[src/rtl/spi_xfer_splitter.sv]
module spi_xfer_splitter #(
  parameter int AW           = 32,
  parameter int LW           = 16,
  parameter int BURST_MAX    = 240,
  parameter int CMD_RD_WORD  = 2,
  parameter int CMD_RD_BURST = 4
) (
  input  logic                                clk,
  input  logic                                rst_n,
  input  logic                                req_valid,
  output logic                                req_ready,
  input  logic                                req_write,
  input  logic [AW-1:0]                       req_addr,
  input  logic [LW-1:0]                       req_len,
  output logic                                seg_valid,
  input  logic                                seg_ready,
  output logic [2:0]                          seg_cmd,
  output logic [AW-1:0]                       seg_addr,
  output logic [$clog2(BURST_MAX+1)-1:0]      seg_bytes,
  output logic [$clog2(BURST_MAX+1)-1:0]      seg_data,
  output logic [$clog2(BURST_MAX+1)-1:0]      seg_pad,
  output logic                                done,
  output logic                                err
);
  localparam int SW = $clog2(BURST_MAX + 1);

  logic          busy, is_wr, done_q, err_q;
  logic [AW-1:0] cur_addr;
  logic [LW-1:0] remain;
  logic [LW:0]   rnd8;
  logic [SW-1:0] burst_len;
  logic          word_seg, last_seg, bad_req, take_req, take_seg;

  assign word_seg  = cur_addr[2] | (remain <= LW'(4));
  assign rnd8      = ({1'b0, remain} + (LW+1)'(7)) & ~((LW+1)'(7));
  assign burst_len = (rnd8 > (LW+1)'(BURST_MAX)) ? SW'(BURST_MAX) : rnd8[SW-1:0];
  assign seg_bytes = word_seg ? SW'(4) : burst_len;
  assign seg_data  = (remain < LW'(seg_bytes)) ? remain[SW-1:0] : seg_bytes;
  assign seg_pad   = seg_bytes - seg_data;
  assign last_seg  = remain <= LW'(seg_bytes);
  assign seg_cmd   = 3'(word_seg ? CMD_RD_WORD : CMD_RD_BURST) + {2'b00, is_wr};
  assign seg_addr  = cur_addr;
  assign seg_valid = busy;
  assign req_ready = ~busy;
  assign done      = done_q;
  assign err       = err_q;

  assign bad_req  = (req_addr[1:0] != 2'b00) | (~req_write & (req_len[1:0] != 2'b00));
  assign take_req = req_valid & ~busy;
  assign take_seg = busy & seg_ready;

  always_ff @(posedge clk) begin
    if (!rst_n) begin
      busy     <= 1'b0;
      is_wr    <= 1'b0;
      cur_addr <= '0;
      remain   <= '0;
      done_q   <= 1'b0;
      err_q    <= 1'b0;
    end else begin
      done_q <= 1'b0;
      err_q  <= 1'b0;
      if (take_req) begin
        if (bad_req) begin
          err_q <= 1'b1;
        end else if (req_len == '0) begin
          done_q <= 1'b1;
        end else begin
          busy     <= 1'b1;
          is_wr    <= req_write;
          cur_addr <= req_addr;
          remain   <= req_len;
        end
      end else if (take_seg) begin
        if (last_seg) begin
          busy   <= 1'b0;
          done_q <= 1'b1;
        end else begin
          cur_addr <= cur_addr + AW'(seg_bytes);
          remain   <= remain - LW'(seg_bytes);
        end
      end
    end
  end

  AST_RESET_IDLE: assert property (@(posedge clk) $past(!rst_n) |-> (req_ready && !done && !err));
  AST_SEG_ALIGNED: assert property (@(posedge clk) disable iff (!rst_n)
    seg_valid |-> (seg_addr[1:0] == 2'b00 && (seg_bytes == SW'(4) || seg_addr[2:0] == 3'b000)));
  AST_BURST_SHAPE: assert property (@(posedge clk) disable iff (!rst_n)
    (seg_valid && seg_bytes != SW'(4)) |-> (seg_bytes[2:0] == 3'b000 && seg_bytes <= SW'(BURST_MAX)));
  AST_ADDR_STEP: assert property (@(posedge clk) disable iff (!rst_n)
    (seg_valid && seg_ready && !done_q && seg_pad == '0 && remain != LW'(seg_bytes))
      |=> (seg_valid && seg_addr == $past(seg_addr) + AW'($past(seg_bytes))));
  AST_NO_HALFWORD: assert property (@(posedge clk) disable iff (!rst_n)
    seg_valid |-> (seg_cmd >= 3'd2 && seg_cmd <= 3'd5));
  AST_ERR_NO_SEG: assert property (@(posedge clk) disable iff (!rst_n) err |-> !seg_valid);
  AST_PAD_SUM: assert property (@(posedge clk) disable iff (!rst_n)
    seg_valid |-> (seg_data + seg_pad == seg_bytes && seg_data != '0));
  AST_HOLD: assert property (@(posedge clk) disable iff (!rst_n)
    (seg_valid && !seg_ready) |=> (seg_valid && $stable(seg_addr) && $stable(seg_bytes)
                                   && $stable(seg_cmd) && $stable(seg_data)));
  AST_READY_IDLE: assert property (@(posedge clk) disable iff (!rst_n) req_ready |-> !seg_valid);
  AST_DONE_PULSE: assert property (@(posedge clk) disable iff (!rst_n) done |=> !done);
endmodule

[config.mk]
export PLATFORM = sky130hd
export DESIGN_NAME = spi_xfer_splitter
export DESIGN_NICKNAME = d
export VERILOG_FILES = /design/src/rtl/spi_xfer_splitter.sv
export SDC_FILE = /design/constraint.sdc
export NUM_CORES = 1
export LEC_CHECK = 0
export BUFFER_PORTS_ARGS = -buffer_cell sky130_fd_sc_hd__clkbuf_2
export CAP_MARGIN = 15
export CELL_PAD_IN_SITES_DETAIL_PLACEMENT = 1
export CELL_PAD_IN_SITES_GLOBAL_PLACEMENT = 1
export CORE_ASPECT_RATIO = 1.75
export CORE_MARGIN = 3
export CORE_UTILIZATION = 34
export DETAILED_ROUTE_END_ITERATION = 12
export PLACE_DENSITY_LB_ADDON = 0.1
export SKIP_LAST_GASP = 1
export SYNTH_ARGS = -nofsm -noshare
export SYNTH_HDL_FRONTEND = slang
export SYNTH_SLANG_ARGS = --single-unit
[constraint.sdc]
create_clock -name clk -period 4.5 [get_ports clk]
set_input_delay 0.225 -clock clk [delete_from_list [all_inputs] [get_ports clk]]
set_output_delay 0.225 -clock clk [all_outputs]
set_load 0.1 [all_outputs]
==> reports/metrics.csv <==
stage;metric;value;unit
clock_tree;Max clock buf depth;2;
critical_path;worst-path maximum fanout;7;
grt;vias in the first global route;5452;
place;gpl congestion;0.909;
finish;most frequent cells in the layout;clkbuf_2, buf_4, nand2_1;
timing;Max Fclk;0.213;GHz
timing;final critical-path setup slack;-0.204;ns
critical_path;worst setup path end;seg_pad[7];
timing;period utilisation layout;105;%
critical_path;critical path type;reg2out;
critical_path;reg2reg end;seg_addr[22];
clock_tree;H-tree levels;2;
finish;share of cells above drive strength 1;36.8;%
clock_tree;CTS clk-pin slew, worst paths;0.07;ns
routing;DRC;0;
synthesis;register area share after synthesis;24.8;%
grt;global-route wire length before repair;27.4;mm
die;Die W;90.0;um
routing;drt wl/cell;20.1;um
routing;Vias/cell;5.73;
die;Starting Density;34.8;%
timing;RSZ-0062 raised after global routing;yes;
synthesis;Main synth FF type;dfxtp_1;
timing;fin. max-slew vios;0;
clock_tree;worst skew pair latency;0.30;ns
critical_path;Crit path required time;4.28;ns
synthesis;Synth area leaders;dfxtp_1, nand2_1, ha_1;
die;core footprint;0.0121;sq mm
finish;diode count;0;
finish;Area Growth Syn to Fin;36.2;%
routing;via count;4907;
timing;Final min period;4.70;ns
synthesis;top-area cell type share of the netlist area;24.8;%
routing;Pre-antenna DRT Iters;5;
routing;remaining antenna violation count after routing;0;
clock_tree;CTS Sinks;52;
timing;Hold Vio Cnt, Final;0;
die;DIE HEIGHT;153;um
status;failing checks;setup timing;
critical_path;crit start category;flip-flop;
die;site row count;53;
routing;1st-iter DRT viols;96;
synthesis;Async SR Flop Fraction;0;%
clock_tree;Clock Root Buffer;clkbuf_16;
synthesis;Syn Std Cell Area;0.00419;sq mm
routing;Detailed Route WL;17.2;mm
status;status;finished with violations;
finish;commonest non-fill, non-tap cell in the layout;clkbuf_2;
synthesis;post-synth cell types;78;
synthesis;Post-synth EDFFs;0;
critical_path;R2R setup slack;0.40;ns
finish;multi-input logic area;0.00309;sq mm
critical_path;WP data arrival;4.48;ns
clock_tree;CTS tree;built;
timing;final setup TNS;-0.646;ns
place;hpwl dp;13.2;mm
job;max-cap viol count;0;
synthesis;post-synth top area cell;dfxtp_1;
synthesis;YS warnings;0;
synthesis;Mapped Cells;552;
die;io pins;116;
die;die area;0.0138;sq mm
critical_path;R2R Path Start;remain[13];
timing;Least-Margin Pin Slew;1.03;ns
timing;Worst slew margin;31.4;%
grt;largest net degree at the start of global routing;57;
finish;post-layout net count;762;
finish;final core occ;47.3;%
critical_path;delay of the slowest cell on the worst path;0.46;ns
min_path;Hold Crit Class;in2reg;
finish;Seq. cell area;0.00104;sq mm
place;Buffers on Ports;113;
finish;filler instances;1516;
critical_path;CP Capture Type;output port;
critical_path;slowest CP cell;ha_1;
synthesis;number of synthesized register bits;52;
critical_path;worst reg2reg path depth;14;
grt;final global-route overflow total;0;
grt;initial antenna violation count;0;
critical_path;CP Launch Point;remain[13];
synthesis;Syn Area/Cell;7.60;sq um
critical_path;CP cell instances;or3_4 > nor4_4 > a21o_2 > clkinvlp_4 > nand2_2 > ha_4 > and3_4 > a221o_2 > or2_4 > o21ai_0 > o21ai_0 > ha_1 > a31oi_4 > xor2_4 > buf_12;
timing;clk_skew;0.0101;ns
timing;setup violators final;4;
grt;total track usage;24.6;%
clock_tree;Num CTS Buffers;5;
critical_path;most frequent cell on the critical path;o21ai_0;
==> how the worst min path moves through the flow <==
stage	from	end	cells past startpoint
after floorplan	req_write	is_wr	2
after global placement	remain[13]	remain[13]	2
after detailed placement	remain[13]	remain[13]	2
after CTS	req_write	is_wr	3
after global routing	req_len[0]	remain[0]	3
final	req_write	is_wr	3
==> cells by family (layout without fill, tap and decap cells) <==
| kind of cell | Yosys count | in the layout | synth area share (%) |
|---|---|---|---|
| simple gates | 213 | 213 | 25.4 |
| compound gates | 188 | 188 | 31.7 |
| buf+inv | 64 | 202 | 8.86 |
| flops | 52 | 52 | 24.8 |
| fa+ha+maj | 19 | 19 | 6.03 |
| xor+xnor | 14 | 14 | 2.92 |
| other cells | 1 | 2 | 0.0894 |
| mux | 1 | 1 | 0.239 |
==> sequential cells by signal, summed over array words and instances, names as in the netlist <==
register / flops
seg_addr: 32
seg_valid: 1
remain: 16
err: 1
done: 1
is_wr: 1
==> cell usage after synthesis (5+ instances only) <==
master,count
buf_6,7
inv_1,21
and3_1,14
nand3_1,16
o211ai_1,8
ha_1,17
a21oi_1,41
xor2_1,7
nand2_1,58
o21ai_0,39
o32ai_1,5
buf_2,5
a211oi_1,12
clkbuf_1,20
or2_2,6
nor2_1,49
nand4_1,9
nor4_1,10
a31oi_1,11
buf_4,7
o21a_1,8
nor3_1,22
dfxtp_1,52
a21o_1,9
xnor2_1,7
==> stage by stage <==
| stage | setup slack [ns] | instance area [sq um] | hold slack [ns] | std cells |
|---|---|---|---|---|
| 2_1_floorplan | -1.13 | 4430 | 0.361 | 553 |
| 3_3_place_gp | 0.000506 | 5410 | 0.449 | 840 |
| 3_5_place_dp | -0.115 | 5410 | 0.461 | 840 |
| 4_1_cts | -0.201 | 5680 | 0.175 | 855 |
| 5_1_grt | -0.433 | 5710 | 0.197 | 856 |
| 6_report | -0.204 | 5710 | 0.180 | 856 |
==> area by class of cell <==
class                   instances  area share, %
flip-flops and latches         52           18.3
clock inverters                 2          0.175
clock buffers                   6           2.43
well taps                     165           3.61
inverters                      21           1.51
repair buffers                173           19.8
multi-input cells             437           54.1
==> metal layers <==
metal  vias to the layer above  share of wire [%]  wire, um  track usage (%)
met3                        38                3.3       569             3.00
li1                       2317                  -         -                -
met4                         0                4.0       687             11.9
met2                       144                 57      9820             49.9
met1                      2408                 36      6120             24.0
met5                         -                  0         0                0
==> what timing repair did <==
action,in CTS,in global routing
hold buffers,0,0
gates resized for setup,19,3
buffers inserted,7,1
pin swaps,24,3
setup endpoints to repair,5,5
==> critical path, delay by kind of cell (launching register included) <==
| kind | cells | cell delay [ns] |
|---|---|---|
| AO/OA/AOI/OAI | 5 | 1.27 |
| XOR/XNOR | 1 | 0.18 |
| adder cells (fa/ha/maj) | 2 | 0.68 |
| buffers and inverters | 2 | 0.39 |
| flip-flops | 1 | 0.32 |
| AND/OR/NAND/NOR | 5 | 1.33 |
Power is left out: the tool's default activity adds up to more than one toggle a clock period on the data nets, which glitch-free logic cannot reach.
